### config.mk
export PLATFORM = sky130hd
export DESIGN_NAME = ibs_parser
export DESIGN_NICKNAME = d
export VERILOG_FILES = /design/src/rtl/ibs_pkg.sv /design/src/rtl/ibs_lane_track.sv /design/src/rtl/ibs_walker.sv /design/src/rtl/ibs_parser.sv
export SDC_FILE = /design/constraint.sdc
export NUM_CORES = 1
export LEC_CHECK = 0
export BUFFER_PORTS_ARGS = -buffer_cell sky130_fd_sc_hd__buf_2
export CAP_MARGIN = 20
export CORE_MARGIN = 10
export CORE_UTILIZATION = 55
export CTS_CLUSTER_SIZE = 28
export DETAILED_ROUTE_END_ITERATION = 7
export GPL_TIMING_DRIVEN = 1
export PLACE_DENSITY = 0.8
export SYNTH_ARGS = -nofsm -noshare
export SYNTH_HDL_FRONTEND = slang
export SYNTH_HIERARCHICAL = 1
export SYNTH_SLANG_ARGS = --single-unit
### constraint.sdc
create_clock -name clk -period 4.8 [get_ports clk]
set_input_delay 0.24 -clock clk [delete_from_list [all_inputs] [get_ports clk]]
set_output_delay 0.24 -clock clk [all_outputs]
set_load 0.1 [all_outputs]
### src/rtl/ibs_pkg.sv
package ibs_pkg;

  typedef enum logic [2:0] {
    ST_IDLE, ST_SIG, ST_TAG, ST_LEN, ST_SKIP, ST_PAY, ST_DONE
  } walk_st_t;

  localparam int SIG_LEN = 13;
  localparam logic [7:0] TAG_LO   = 8'h61;
  localparam logic [7:0] TAG_WIDE = 8'h65;

  // expected signature byte at position i
  function automatic logic [7:0] sig_byte(input logic [3:0] i);
    case (i)
      4'd0, 4'd10, 4'd11: sig_byte = 8'h00;
      4'd1:               sig_byte = 8'h09;
      4'd2, 4'd4, 4'd6, 4'd8: sig_byte = 8'h0F;
      4'd3, 4'd5, 4'd7, 4'd9: sig_byte = 8'hF0;
      default:            sig_byte = 8'h01;
    endcase
  endfunction

  function automatic logic tag_legal(input logic [7:0] t);
    tag_legal = (t >= TAG_LO) && (t <= TAG_WIDE);
  endfunction

  // number of length bytes following a tag
  function automatic logic [2:0] len_bytes(input logic [7:0] t);
    len_bytes = (t == TAG_WIDE) ? 3'd4 : 3'd2;
  endfunction

endpackage

### src/rtl/ibs_lane_track.sv
module ibs_lane_track #(
  parameter int NUM_IMG = 2,
  parameter int CHUNK   = 288,
  localparam int OFF_W  = $clog2(CHUNK),
  localparam int IDX_W  = (NUM_IMG > 1) ? $clog2(NUM_IMG) : 1
) (
  input  logic             clk,
  input  logic             rst_n,
  input  logic             clear,
  input  logic [IDX_W-1:0] sel,
  input  logic             step,
  output logic             own
);

  logic [OFF_W-1:0] off_q;
  logic [IDX_W-1:0] idx_q;
  logic [IDX_W-1:0] sel_q;

  always_ff @(posedge clk or negedge rst_n) begin
    if (!rst_n) begin
      off_q <= '0;
      idx_q <= '0;
      sel_q <= '0;
    end else if (clear) begin
      off_q <= '0;
      idx_q <= '0;
      sel_q <= sel;
    end else if (step) begin
      if (off_q == OFF_W'(CHUNK - 1)) begin
        off_q <= '0;
        idx_q <= (idx_q == IDX_W'(NUM_IMG - 1)) ? '0 : idx_q + 1'b1;
      end else begin
        off_q <= off_q + 1'b1;
      end
    end
  end

  assign own = (idx_q == sel_q);

endmodule

### src/rtl/ibs_walker.sv
module ibs_walker
  import ibs_pkg::*;
#(
  parameter int LIMIT = 100,
  localparam int HB_W = $clog2(LIMIT + 6)
) (
  input  logic        clk,
  input  logic        rst_n,
  input  logic        start,
  input  logic [7:0]  req_tag,
  input  logic        in_valid,
  input  logic [7:0]  in_data,
  input  logic        own,
  output logic        in_ready,
  output logic        fire,
  output logic        out_valid,
  output logic [7:0]  out_data,
  output logic        hdr_ok,
  output logic        found,
  output logic        error,
  output logic [31:0] sect_len,
  output logic        ev_sig_bad,
  output logic        ev_limit
);

  walk_st_t    st;
  logic [3:0]  sig_idx;
  logic [HB_W-1:0] hb;
  logic [7:0]  tag_q, req_q;
  logic [2:0]  lcnt;
  logic [31:0] acc, rem;

  logic        limit_hit, take, len_last, ev_bad_tag, ev_too_long, ev_match;
  logic [31:0] acc_nx;

  always_comb begin
    limit_hit   = hb >= HB_W'(LIMIT);
    ev_limit    = (st == ST_TAG || st == ST_SKIP) && limit_hit;
    in_ready    = (st == ST_SIG) || (st == ST_LEN) || (st == ST_PAY) ||
                  ((st == ST_TAG || st == ST_SKIP) && !limit_hit);
    fire        = in_valid && in_ready;
    take        = fire && own;
    acc_nx      = {acc[23:0], in_data};
    ev_sig_bad  = take && (st == ST_SIG) && (in_data != sig_byte(sig_idx));
    ev_bad_tag  = take && (st == ST_TAG) && !tag_legal(in_data);
    len_last    = take && (st == ST_LEN) && (lcnt == 3'd1);
    ev_too_long = len_last && (tag_q != TAG_WIDE) && (acc_nx > 32'd255);
    ev_match    = len_last && !ev_too_long && (tag_q == req_q);
    out_valid   = take && (st == ST_PAY);
    out_data    = in_data;
  end

  always_ff @(posedge clk or negedge rst_n) begin
    if (!rst_n) begin
      st <= ST_IDLE; sig_idx <= '0; hb <= '0; tag_q <= '0; req_q <= '0;
      lcnt <= '0; acc <= '0; rem <= '0;
      hdr_ok <= 1'b0; found <= 1'b0; error <= 1'b0; sect_len <= '0;
    end else if (start) begin
      st <= ST_SIG; sig_idx <= '0; hb <= '0; req_q <= req_tag;
      hdr_ok <= 1'b0; found <= 1'b0; error <= 1'b0; sect_len <= '0;
    end else begin
      case (st)
        ST_SIG: if (take) begin
          if (ev_sig_bad) begin
            error <= 1'b1; st <= ST_DONE;
          end else if (sig_idx == 4'(SIG_LEN - 1)) begin
            hdr_ok <= 1'b1; st <= ST_TAG;
          end else begin
            sig_idx <= sig_idx + 1'b1;
          end
        end
        ST_TAG: if (ev_limit) begin
          error <= 1'b1; st <= ST_DONE;
        end else if (take) begin
          hb <= hb + 1'b1;
          if (ev_bad_tag) begin
            error <= 1'b1; st <= ST_DONE;
          end else begin
            tag_q <= in_data; lcnt <= len_bytes(in_data); acc <= '0; st <= ST_LEN;
          end
        end
        ST_LEN: if (take) begin
          hb <= hb + 1'b1; acc <= acc_nx; lcnt <= lcnt - 1'b1;
          if (len_last) begin
            if (ev_too_long) begin
              error <= 1'b1; st <= ST_DONE;
            end else if (ev_match) begin
              found <= 1'b1; sect_len <= acc_nx; rem <= acc_nx;
              st <= (acc_nx == 32'd0) ? ST_DONE : ST_PAY;
            end else if (acc_nx == 32'd0) begin
              st <= ST_TAG;
            end else begin
              rem <= acc_nx; st <= ST_SKIP;
            end
          end
        end
        ST_SKIP: if (ev_limit) begin
          error <= 1'b1; st <= ST_DONE;
        end else if (take) begin
          hb <= hb + 1'b1; rem <= rem - 1'b1;
          if (rem == 32'd1) st <= ST_TAG;
        end
        ST_PAY: if (take) begin
          rem <= rem - 1'b1;
          if (rem == 32'd1) st <= ST_DONE;
        end
        default: ;
      endcase
    end
  end

endmodule

### src/rtl/ibs_parser.sv
module ibs_parser #(
  parameter int NUM_IMG = 2,
  parameter int CHUNK   = 288,
  parameter int LIMIT   = 100,
  localparam int IDX_W  = (NUM_IMG > 1) ? $clog2(NUM_IMG) : 1
) (
  input  logic             clk,
  input  logic             rst_n,
  input  logic             start,
  input  logic [IDX_W-1:0] img_sel,
  input  logic [7:0]       req_tag,
  input  logic             in_valid,
  input  logic [7:0]       in_data,
  output logic             in_ready,
  output logic             out_valid,
  output logic [7:0]       out_data,
  output logic             hdr_ok,
  output logic             found,
  output logic             error,
  output logic [31:0]      sect_len
);

  logic fire, own, ev_sig_bad, ev_limit;

  ibs_lane_track #(.NUM_IMG(NUM_IMG), .CHUNK(CHUNK)) lane_i (
    .clk(clk), .rst_n(rst_n), .clear(start), .sel(img_sel),
    .step(fire), .own(own)
  );

  ibs_walker #(.LIMIT(LIMIT)) walk_i (
    .clk(clk), .rst_n(rst_n), .start(start), .req_tag(req_tag),
    .in_valid(in_valid), .in_data(in_data), .own(own),
    .in_ready(in_ready), .fire(fire), .out_valid(out_valid), .out_data(out_data),
    .hdr_ok(hdr_ok), .found(found), .error(error), .sect_len(sect_len),
    .ev_sig_bad(ev_sig_bad), .ev_limit(ev_limit)
  );

endmodule

[After elaboration in Yosys (flattened, before gate mapping)]
Memory sizes are Yosys's and may differ from the RTL's.
Cells that the tools add are included.
Word-level totals
  input port bits: 21
  output and inout port bits: 45
  ROM bits: 128
  register bits after elaboration: 135
  memory bits (writable): 0
  logic and storage cells: 198
  memories: 1
  bits in latches: 0
Memories
  (name not given): words 16, bits a word 8, read ports 1, clocked after memory_dff 0, write ports 0, RTL line ibs_pkg.sv:13  | case (i)
Operators by class
  shifts and indexed selects: 0
  div/mod/pow operators: 0
  $mul: 0
  magnitude comparators: 4
  equality and inequality tests: 39
  reductions and logical operators: 48
  bitwise gates (word level): 3
  add/sub/neg operators: 6
  multiplexer cells: 82
Operator list (number)
  2-to-1 mux 32 bit: 13
  2-to-1 mux 24 bit: 4
  case mux 32 bit (3 select lines): 1
  2-to-1 mux 3 bit: 22
  case mux 24 bit (2 select lines): 1
  == test 32 x 1 -> 1 bit, second input constant: 1
  greater-than comparator 32 x 8 -> 1 bit, second input constant: 1
  logical NOT 32 bit: 1
  subtractor 32 x 1 -> 32 bit, second input constant: 1
  2-to-1 mux 9 bit: 3
  2-to-1 mux 1 bit: 25
  2-to-1 mux 7 bit: 3
  2-to-1 mux 4 bit: 5
  != test 3 x 2 -> 1 bit, second input constant: 6
  nonzero test 2 bit: 9
  logical AND 1 bit: 16
  case mux 3 bit (5 select lines): 1
  != test 2 bit, second input constant: 7
  case mux 7 bit (2 select lines): 1
  != test 3 bit, second input constant: 4
  != test 4 x 3 -> 1 bit, second input constant: 3
  AND reduction 10 bit: 1
  AND reduction 5 bit: 2
  adder 9 x 1 -> 9 bit, second input constant: 1
  other kinds (34): 50

[Logic depth before layout (Yosys ltp)]
Gate-level depths: netlist of run 1.
  word-level depth: 19
  depth in mapped cells: 10
  gate-level depth less buffers: 9

[Modules after synthesis]
Netlist of run 1, hierarchy kept.
By module, submodules not included
  ibs_walker: sequential area each 3103.0 µm², area each 6779.0 µm², cells an instance 759, times used 1
  ibs_lane_track: sequential area each 275.3 µm², area each 599.3 µm², cells an instance 57, times used 1

[Least setup slack after synthesis of run 1]
Ideal clock, no wire load.
  path kind: register to register
  from: register walk_i.hb[3]
  to: register walk_i.rem[5]
  path buffers: 1
  period minus slack after synthesis: 3255 ps
  path slack: 1545 ps
  arrival time: 3184 ps
  data required time: 4729 ps
  stages on the path, launching flop included: 9
  library setup time: 71 ps
  cell sequence: dfrtp_1 > o311a_4 > a211oi_4 > nand2_1 > a21oi_2 > o21ai_2 > buf_4 > or4_1 > nand4_1
On the way
  cells in the longest elaborated chain, start to end: 18
  elaborated cells between the ends (all ways): 27
  classes of those cells: 1 x order compare; 5 x eq/ne; 7 x mux; 14 x reduce/logical
Ends and longest elaborated chain
  from (decl): RTL line ibs_walker.sv:28  | logic [HB_W-1:0] hb;
  from (signal assigned): RTL line ibs_walker.sv:75  | hb <= hb + 1'b1;
  from (signal assigned): RTL line ibs_walker.sv:83  | hb <= hb + 1'b1; acc <= acc_nx; lcnt <= lcnt - 1'b1;
  from (signal assigned): RTL line ibs_walker.sv:100  | hb <= hb + 1'b1; rem <= rem - 1'b1;
  >= comparator 7 bit (*): RTL line ibs_walker.sv:37  | limit_hit = hb >= HB_W'(LIMIT);
  logical NOT 1 bit (*): RTL line ibs_walker.sv:40  | ((st == ST_TAG || st == ST_SKIP) && !limit_hit);
  logical AND 1 bit (*): RTL line ibs_walker.sv:40
  logical OR 1 bit (*): RTL line ibs_walker.sv:39  | in_ready = (st == ST_SIG) || (st == ST_LEN) || (st == ST_PAY) ||
  named net in_ready: RTL line ibs_parser.sv:14  | output logic in_ready,
  logical AND 1 bit (*): RTL line ibs_walker.sv:41  | fire = in_valid && in_ready;
  logical AND 1 bit (*): RTL line ibs_walker.sv:42  | take = fire && own;
  logical AND 1 bit (2 in a row): RTL line ibs_walker.sv:46  | len_last = take && (st == ST_LEN) && (lcnt == 3'd1);
  logical AND 1 bit (2 in a row): RTL line ibs_walker.sv:47  | ev_too_long = len_last && (tag_q != TAG_WIDE) && (acc_nx > 32'd255);
  logical NOT 1 bit: RTL line ibs_walker.sv:48  | ev_match = len_last && !ev_too_long && (tag_q == req_q);
  logical AND 1 bit (2 in a row): RTL line ibs_walker.sv:48
  2-to-1 mux 32 bit: RTL line ibs_walker.sv:87  | end else if (ev_match) begin
  2-to-1 mux 32 bit: RTL line ibs_walker.sv:85  | if (ev_too_long) begin
  2-to-1 mux 32 bit: RTL line ibs_walker.sv:84  | if (len_last) begin
  2-to-1 mux 32 bit: RTL line ibs_walker.sv:82  | ST_LEN: if (take) begin
  case mux 32 bit (3 select lines): RTL line ibs_walker.sv:62  | case (st)
  to (signal assigned): RTL line ibs_walker.sv:100
  to (signal assigned): RTL line ibs_walker.sv:104  | rem <= rem - 1'b1;
  to (decl): RTL line ibs_walker.sv:31  | logic [31:0] acc, rem;
The timed path passes the listed nets; every way through them passes the cells marked *. The select of a mux whose other input is x is not followed.
A chain may end at the register's enable or synchronous reset.

[Worst setup path in the final report of run 1]
  from: register walk_i.acc[19]
  to: register walk_i.rem[27]
On the way
  cells in the longest elaborated chain, start to end: 10
  elaborated cells between the ends (all ways): 15
  classes of those cells: 1 x order compare; 2 x eq/ne; 6 x mux; 6 x reduce/logical
Ends and longest elaborated chain (RTL line)
  from (decl): ibs_walker.sv:31
  from (signal assigned): ibs_walker.sv:83
  greater-than comparator 32 x 8 -> 1 bit: ibs_walker.sv:47
  logical AND 1 bit: ibs_walker.sv:47
  logical NOT 1 bit: ibs_walker.sv:48
  logical AND 1 bit (2 in a row): ibs_walker.sv:48
  2-to-1 mux 32 bit: ibs_walker.sv:87
  2-to-1 mux 32 bit: ibs_walker.sv:85
  2-to-1 mux 32 bit: ibs_walker.sv:84
  2-to-1 mux 32 bit: ibs_walker.sv:82
  case mux 32 bit (3 select lines): ibs_walker.sv:62
Several ways; a longest one is shown, not always the timed one. The select of a mux whose other input is x is not followed.

==> flow_metrics.env, run 1 <==
export IMPL_antenna_found_initial=0
export IMPL_synthCells=815
export IMPL_end_kind="register"
export IMPL_sw_frac_of_total=0.366
export IMPL_fin_skew_ns=0.00719
export IMPL_grt_usage=0.212
export IMPL_p_clk_frac=0.337
export IMPL_crit_type="register to register"
export IMPL_worstPathRequired_ns=5.11
export IMPL_cts_tree="done"
export IMPL_endpoint="walk_i/rem[27]"
export IMPL_fin_cells=1044
export IMPL_r2r_setup_slack_ns=1.83
export IMPL_rsz0062_at_grt="false"
export IMPL_timing_fmax_mhz=336
export IMPL_synth_cell_area_mm2=0.00737
export IMPL_ys_warn_count=6
export IMPL_seqPwrFrac=0.388
export IMPL_startpoint="walk_i/acc[19]"
export IMPL_coreArea_mm2=0.0132
export IMPL_r2r_end="walk_i/rem[27]"
export IMPL_ant_nets=0
export IMPL_avgRoutedWirePerCell_um=18.6
export IMPL_hold_viol=0
export IMPL_die_width_um=136
export IMPL_timing_final_crit_share=0.620
export IMPL_htreeDepth=4
export IMPL_syn_avg_cell_area_um2=9.05
export IMPL_arrival_ns=3.28
export IMPL_slew_headroom=0.429
export IMPL_p_int_mw=2.61
export IMPL_grt_pass1_vias=5998
export IMPL_setup_violations=0
export IMPL_grt_overflow=0
export IMPL_worst_pin_slew_ns=0.856
export IMPL_drv_slew=0
export IMPL_dr_pass1_iters=7
export IMPL_drcViolationCount=0
export IMPL_r2r_start="walk_i/acc[19]"
export IMPL_cp_max_fo=42
export IMPL_fin_crit_ns=2.97
export IMPL_cts_buffers=17
export IMPL_cts_sinks=135
export IMPL_placed_cells=1011
export IMPL_setup_tns_final_ns=0
export IMPL_grt_max_degree=95
export IMPL_place_gp_congestion=0.905
export IMPL_hold_class="primary input to register"
export IMPL_nets=889
export IMPL_start_util=0.559
export IMPL_final_seq_area_mm2=0.00338
export IMPL_hold_depth=2
export IMPL_p_leak_nw=3.66
export IMPL_reg2reg_depth=8
export IMPL_place_hpwl_um=12900
export IMPL_initialDrtViolationCount=620
export IMPL_p_per_area_mw_per_mm2=490
export IMPL_n_fill_cell=1048
export IMPL_drive_gt1_frac=0.175
export IMPL_outcome="completed"
export IMPL_diodes=0
export IMPL_row_count=42
export IMPL_vias=6441
export IMPL_io_pins=66
export IMPL_power_frac_comb=0.275
export IMPL_vias_per_cell=6.17
export IMPL_portBuffers=65
export IMPL_clk_pin_slew_worst_paths_ns=0.06
export IMPL_area_delta_synth_final_pct=13.9
export IMPL_drv_cap=0
export IMPL_grt_pass1_wl_um=31300
export IMPL_multi_input_area_mm2=0.00367
export IMPL_cts_root_buf="clkbuf_16"
export IMPL_insertion_delay_ns=0.43
export IMPL_die_h_um=136
export IMPL_cts_path_max_buffers=2
export IMPL_peakVddDrop_v=0.000263
export IMPL_synth_nets=848
export IMPL_switchingPower_mw=1.50
export IMPL_worstHoldStart="req_tag[0]"
export IMPL_hold_slack_ns=0.0452
export IMPL_die_area_mm2=0.0184
export IMPL_cp_start_kind="register"
export IMPL_routed_wl_um=19400
==> repair_timing <==
item | 4_1_cts | 5_1_grt
buffers inserted | 0 | 0
gates resized for setup | 0 | 0
endpoints found under the hold margin | 93 | 0
hold buffers | 1 | 0
==> worst min-delay path by stage <==
stage                       to  slack (ns)
2_1_floorplan     lane_i/idx_q       -0.06
3_3_place_gp   lane_i/off_q[8]        0.38
3_5_place_dp   lane_i/off_q[8]        0.39
4_1_cts        walk_i/req_q[0]        0.03
5_1_grt        walk_i/req_q[2]        0.04
6_report       walk_i/req_q[0]        0.05
==> layout by cell type, fill, tap and decap left out, drive strengths merged, types with 11 or more instances in the layout <==
master and instances:
a211o 11, a21oi 54, buf 75, clkbuf 17, dfrtp 135, ha 12
inv 23, mux2 14, nand2 148, nand3 52, nand4 12, nor2 50
nor3 17, nor4 24, o21ai 37, or3 11, or4 13, xnor2 15
==> layout make-up <==
| type | count | share of cell area |
|---|---|---|
| Clock buffer | 17 | 0.0507 |
| Inverter | 21 | 0.00939 |
| Clock inverter | 14 | 0.0237 |
| Tap cell | 176 | 0.0262 |
| Sequential cell | 135 | 0.402 |
| Timing Repair Buffer | 76 | 0.0505 |
| Multi-Input combinational cell | 605 | 0.437 |
==> power groups by stage <==
stage	Combinational, mW	Clock (mW)	Sequential, mW
after global placement	1.08	0	1.59
after global routing	1.23	1.46	1.62
after detailed placement	1.10	0	1.60
final	1.13	1.38	1.59
after CTS	1.11	1.40	1.59
after floorplan	0.880	0	1.54
==> state kept, by name (all words and copies together) (netlist names) <==
register / flops
walk_i/error: 1
walk_i/sig_idx: 4
walk_i/req_q: 8
walk_i/rem: 32
walk_i/st: 3
lane_i/sel_q: 1
walk_i/hdr_ok: 1
walk_i/tag_q: 8
walk_i/lcnt: 3
walk_i/acc: 24
walk_i/sect_len: 32
lane_i/off_q: 9
walk_i/hb: 7
walk_i/found: 1
lane_i/idx_q: 1
==> critical path, cell delays in order (launching register included) <==
cell      delay [ns]
dfrtp_1         0.44
or4_1           0.53
nor2_1          0.19
nand3_1         0.17
o2111a_1        0.40
o21ai_2         0.29
buf_4           0.42
o21ai_0         0.17
a211o_1         0.24
==> through the flow <==
step	setup WS (ns)	cell area [um2]	util	power, mW
2_1_floorplan	1.54	7370	-	2.42
3_3_place_gp	1.76	7750	0.587	2.67
3_5_place_dp	1.74	7750	0.587	2.71
4_1_cts	1.73	8380	0.635	4.09
5_1_grt	1.64	8400	0.637	4.32
6_report	1.83	8400	0.637	4.11
==> layer usage <==
| layer | global-route usage | routed length (um) |
|---|---|---|
| met5 | 0 | 0 |
| met2 | 0.313 | 8900 |
| met1 | 0.289 | 8580 |
| met4 | 0.0766 | 369 |
| met3 | 0.0616 | 1550 |
(Power assumes the default switching activity.)
==> run 2: changes to the inputs <==
CORE_UTILIZATION = 54   (was 55)
PLACE_DENSITY = 0.81   (was 0.8)
clock period = 2.5 ns   (was 4.8 ns; I/O delays follow)
==> run 2 against run 1 <==
  * The run now ends with setup timing left
  * Sequential share of layout area fell by 4.9 points
  * Setup slack got worse by 1.9 ns
  * Non-clock buffer count is 111 higher
  * Clock-buffer cell count did not move
  * Flip-flop and latch count unchanged
  * Critical path depth shrank 1
  * Register-to-register slack got worse by 1.9 ns
  * Die area increased by 1.6%
  * First-iteration DRC count rose by 26%
  * Maximum frequency increased by 15%
  * Via count up 12%
  * Global-route usage is 1.8 points higher
  * Highest routed layer unchanged
==> flow_metrics.env, run 2 (synthesis results as in run 1) <==
export IMPL_outcome="finished with violations"
export IMPL_violations="setup timing"
export IMPL_die_h_um=137
export IMPL_critPathTopFamily="simple AND/OR/NAND/NOR gates"
export IMPL_timing_fmax_mhz=385
export IMPL_cts_root_buf="clkbuf_16"
export IMPL_p_per_area_mw_per_mm2=911
export IMPL_cp_max_fo=4
export IMPL_io_pins=66
export IMPL_routed_wl_um=22900
export IMPL_worst_path_buf_inv=0
export IMPL_dr_pass1_iters=5
export IMPL_worst_pin_slew_ns=0.816
export IMPL_use_met1=0.296
export IMPL_peakVddDrop_v=0.000607
export IMPL_place_hpwl_um=14600
export IMPL_final_cell_mix="nand2_1 (145), dfrtp_1 (135), buf_4 (99)"
export IMPL_use_met2=0.372
export IMPL_coreArea_mm2=0.0133
export IMPL_drv_slew=0
export IMPL_grt_pass1_vias=6791
export IMPL_cts_path_max_buffers=2
export IMPL_slew_headroom=0.451
export IMPL_crit_type="register to register"
export IMPL_grt_max_degree=54
export IMPL_hold_viol=0
export IMPL_clk_pin_slew_worst_paths_ns=0.06
export IMPL_fin_crit_ns=2.59
export IMPL_worstHoldStart="in_data[2]"
export IMPL_htreeDepth=4
export IMPL_hold_depth=3
export IMPL_portBuffers=65
export IMPL_grt_pass1_wl_um=34400
export IMPL_use_met3=0.0543
export IMPL_busiest_layer="met2"
export IMPL_place_gp_congestion=0.927
export IMPL_drv_cap=0
export IMPL_r2r_start="walk_i/rem[10]"
export IMPL_fin_cells=1156
export IMPL_row_count=42
export IMPL_insertion_delay_ns=0.43
export IMPL_rsz0062_at_grt="true"
export IMPL_arrival_ns=2.94
export IMPL_n_fill_cell=855
export IMPL_setup_slack_ns=-0.0950
export IMPL_diodes=0
export IMPL_die_area_mm2=0.0187
export IMPL_avgRoutedWirePerCell_um=19.8
export IMPL_ant_nets=0
export IMPL_drive_gt1_frac=0.297
export IMPL_startpoint="walk_i/rem[10]"
export IMPL_preCtsSetupSlack_ns=-0.0583
export IMPL_path_cells="or4_4 > or3_4 > or2_1 > nor2_4 > nand3_1 > or4_1 > nand4_1"
export IMPL_r2r_setup_slack_ns=-0.09
export IMPL_r2r_end="walk_i/rem[30]"
export IMPL_grt_overflow=0
export IMPL_start_util=0.555
export IMPL_timing_final_crit_share=1.04
export IMPL_slowest_stage="or4_1"
export IMPL_critical_path_max_stage_delay_ns=0.54
export IMPL_vias_per_cell=6.26
export IMPL_nets=1000
export IMPL_placed_cells=1098
export IMPL_initialDrtViolationCount=783
export IMPL_mostFrequentLayoutCell="nand2_1"
export IMPL_reg_top3="walk_i/rem (32), walk_i/sect_len (32), walk_i/acc (24)"
export IMPL_reg2reg_depth=7
export IMPL_worstPathRequired_ns=2.85
export IMPL_min_delay_worst_endpoint="walk_i/acc[2]"
export IMPL_area_delta_synth_final_pct=29.7
export IMPL_cp_start_kind="register"
export IMPL_hold_class="primary input to register"
export IMPL_cts_buffers=17
export IMPL_end_kind="register"
export IMPL_cts_sinks=135
export IMPL_drcViolationCount=0
export IMPL_vias=7239
export IMPL_grt_usage=0.230
export IMPL_setup_violations=8
export IMPL_cts_tree="done"
export IMPL_fin_skew_ns=0.00870
export IMPL_antenna_found_initial=0
export IMPL_p_leak_nw=4.30
export IMPL_die_width_um=137
-- run 2: cell types whose count changed in the layout (fill, tap and decap cells not counted), sizes merged --
| cell | previous run | this run |
|---|---|---|
| clkinv | 4 | 5 |
| dlygate4sd3 | 1 | 10 |
| buf | 75 | 175 |
| clkbuf | 17 | 19 |
| bufinv | 4 | 1 |
| inv | 23 | 30 |
| clkinvlp | 4 | 0 |
-- run 2: cell type report --
type / instances / area [um2] / share of cell area
well taps: 176 / 220 / 0.0230
clock buffers: 17 / 425 / 0.0445
flip-flops and latches: 135 / 3380 / 0.353
multi-input cells: 605 / 3910 / 0.409
clock inverters: 15 / 153 / 0.0160
repair buffers: 187 / 1390 / 0.146
inverters: 21 / 81.3 / 0.00850
-- run 2: power by group --
part	leakage, nW	internal, mW	switching (mW)
combinational	2.22	1.34	1.90
sequential	1.79	2.57	0.444
clock	0.290	1.41	1.06
-- run 2: worst min-delay path: stages --
cell	delay, ns
buf_2	0.17
nand3_1	0.08
nand2_1	0.05
-- run 2: what timing repair did --
action                                  in CTS  in global routing
endpoints found under the setup margin       7                 34
buffers inserted                             4                 10
cloned                                       0                  3
resized for setup                            8                 39
hold buffers                                10                  0
pin swaps                                    7                 16
endpoints found under the hold margin       60                  0
-- run 2: layer usage --
metal	wire length [um]	vias up
li1	-	3236
met1	9100	3505
met2	11000	437
met3	2230	61
met4	584	0
met5	0	-
-- run 2: stage by stage --
step | util | total power, mW | TNS, ns | area [um2] | hold WS (ns)
after floorplan | - | 4.74 | -30.85 | 7470 | -0.171
after global placement | 0.640 | 5.63 | -0.00137 | 8510 | 0.109
after detailed placement | 0.640 | 5.71 | -0.153 | 8510 | 0.107
after CTS | 0.696 | 8.25 | -0.120 | 9250 | 0.0174
after global routing | 0.719 | 9.05 | -1.24 | 9560 | 0.0546
final | 0.719 | 8.72 | -0.310 | 9560 | 0.0401
-- run 2: worst max path at each step --
| stage | to | slack (ns) | cells past startpoint |
|---|---|---|---|
| 2_1_floorplan | walk_i/tag_q[0] | -0.53 | 5 |
| 3_3_place_gp | walk_i/rem[19] | -0.001 | 7 |
| 3_5_place_dp | walk_i/rem[19] | -0.06 | 7 |
| 4_1_cts | walk_i/rem[19] | -0.07 | 7 |
| 5_1_grt | walk_i/rem[30] | -0.17 | 7 |
| 6_report | walk_i/rem[30] | -0.09 | 7 |
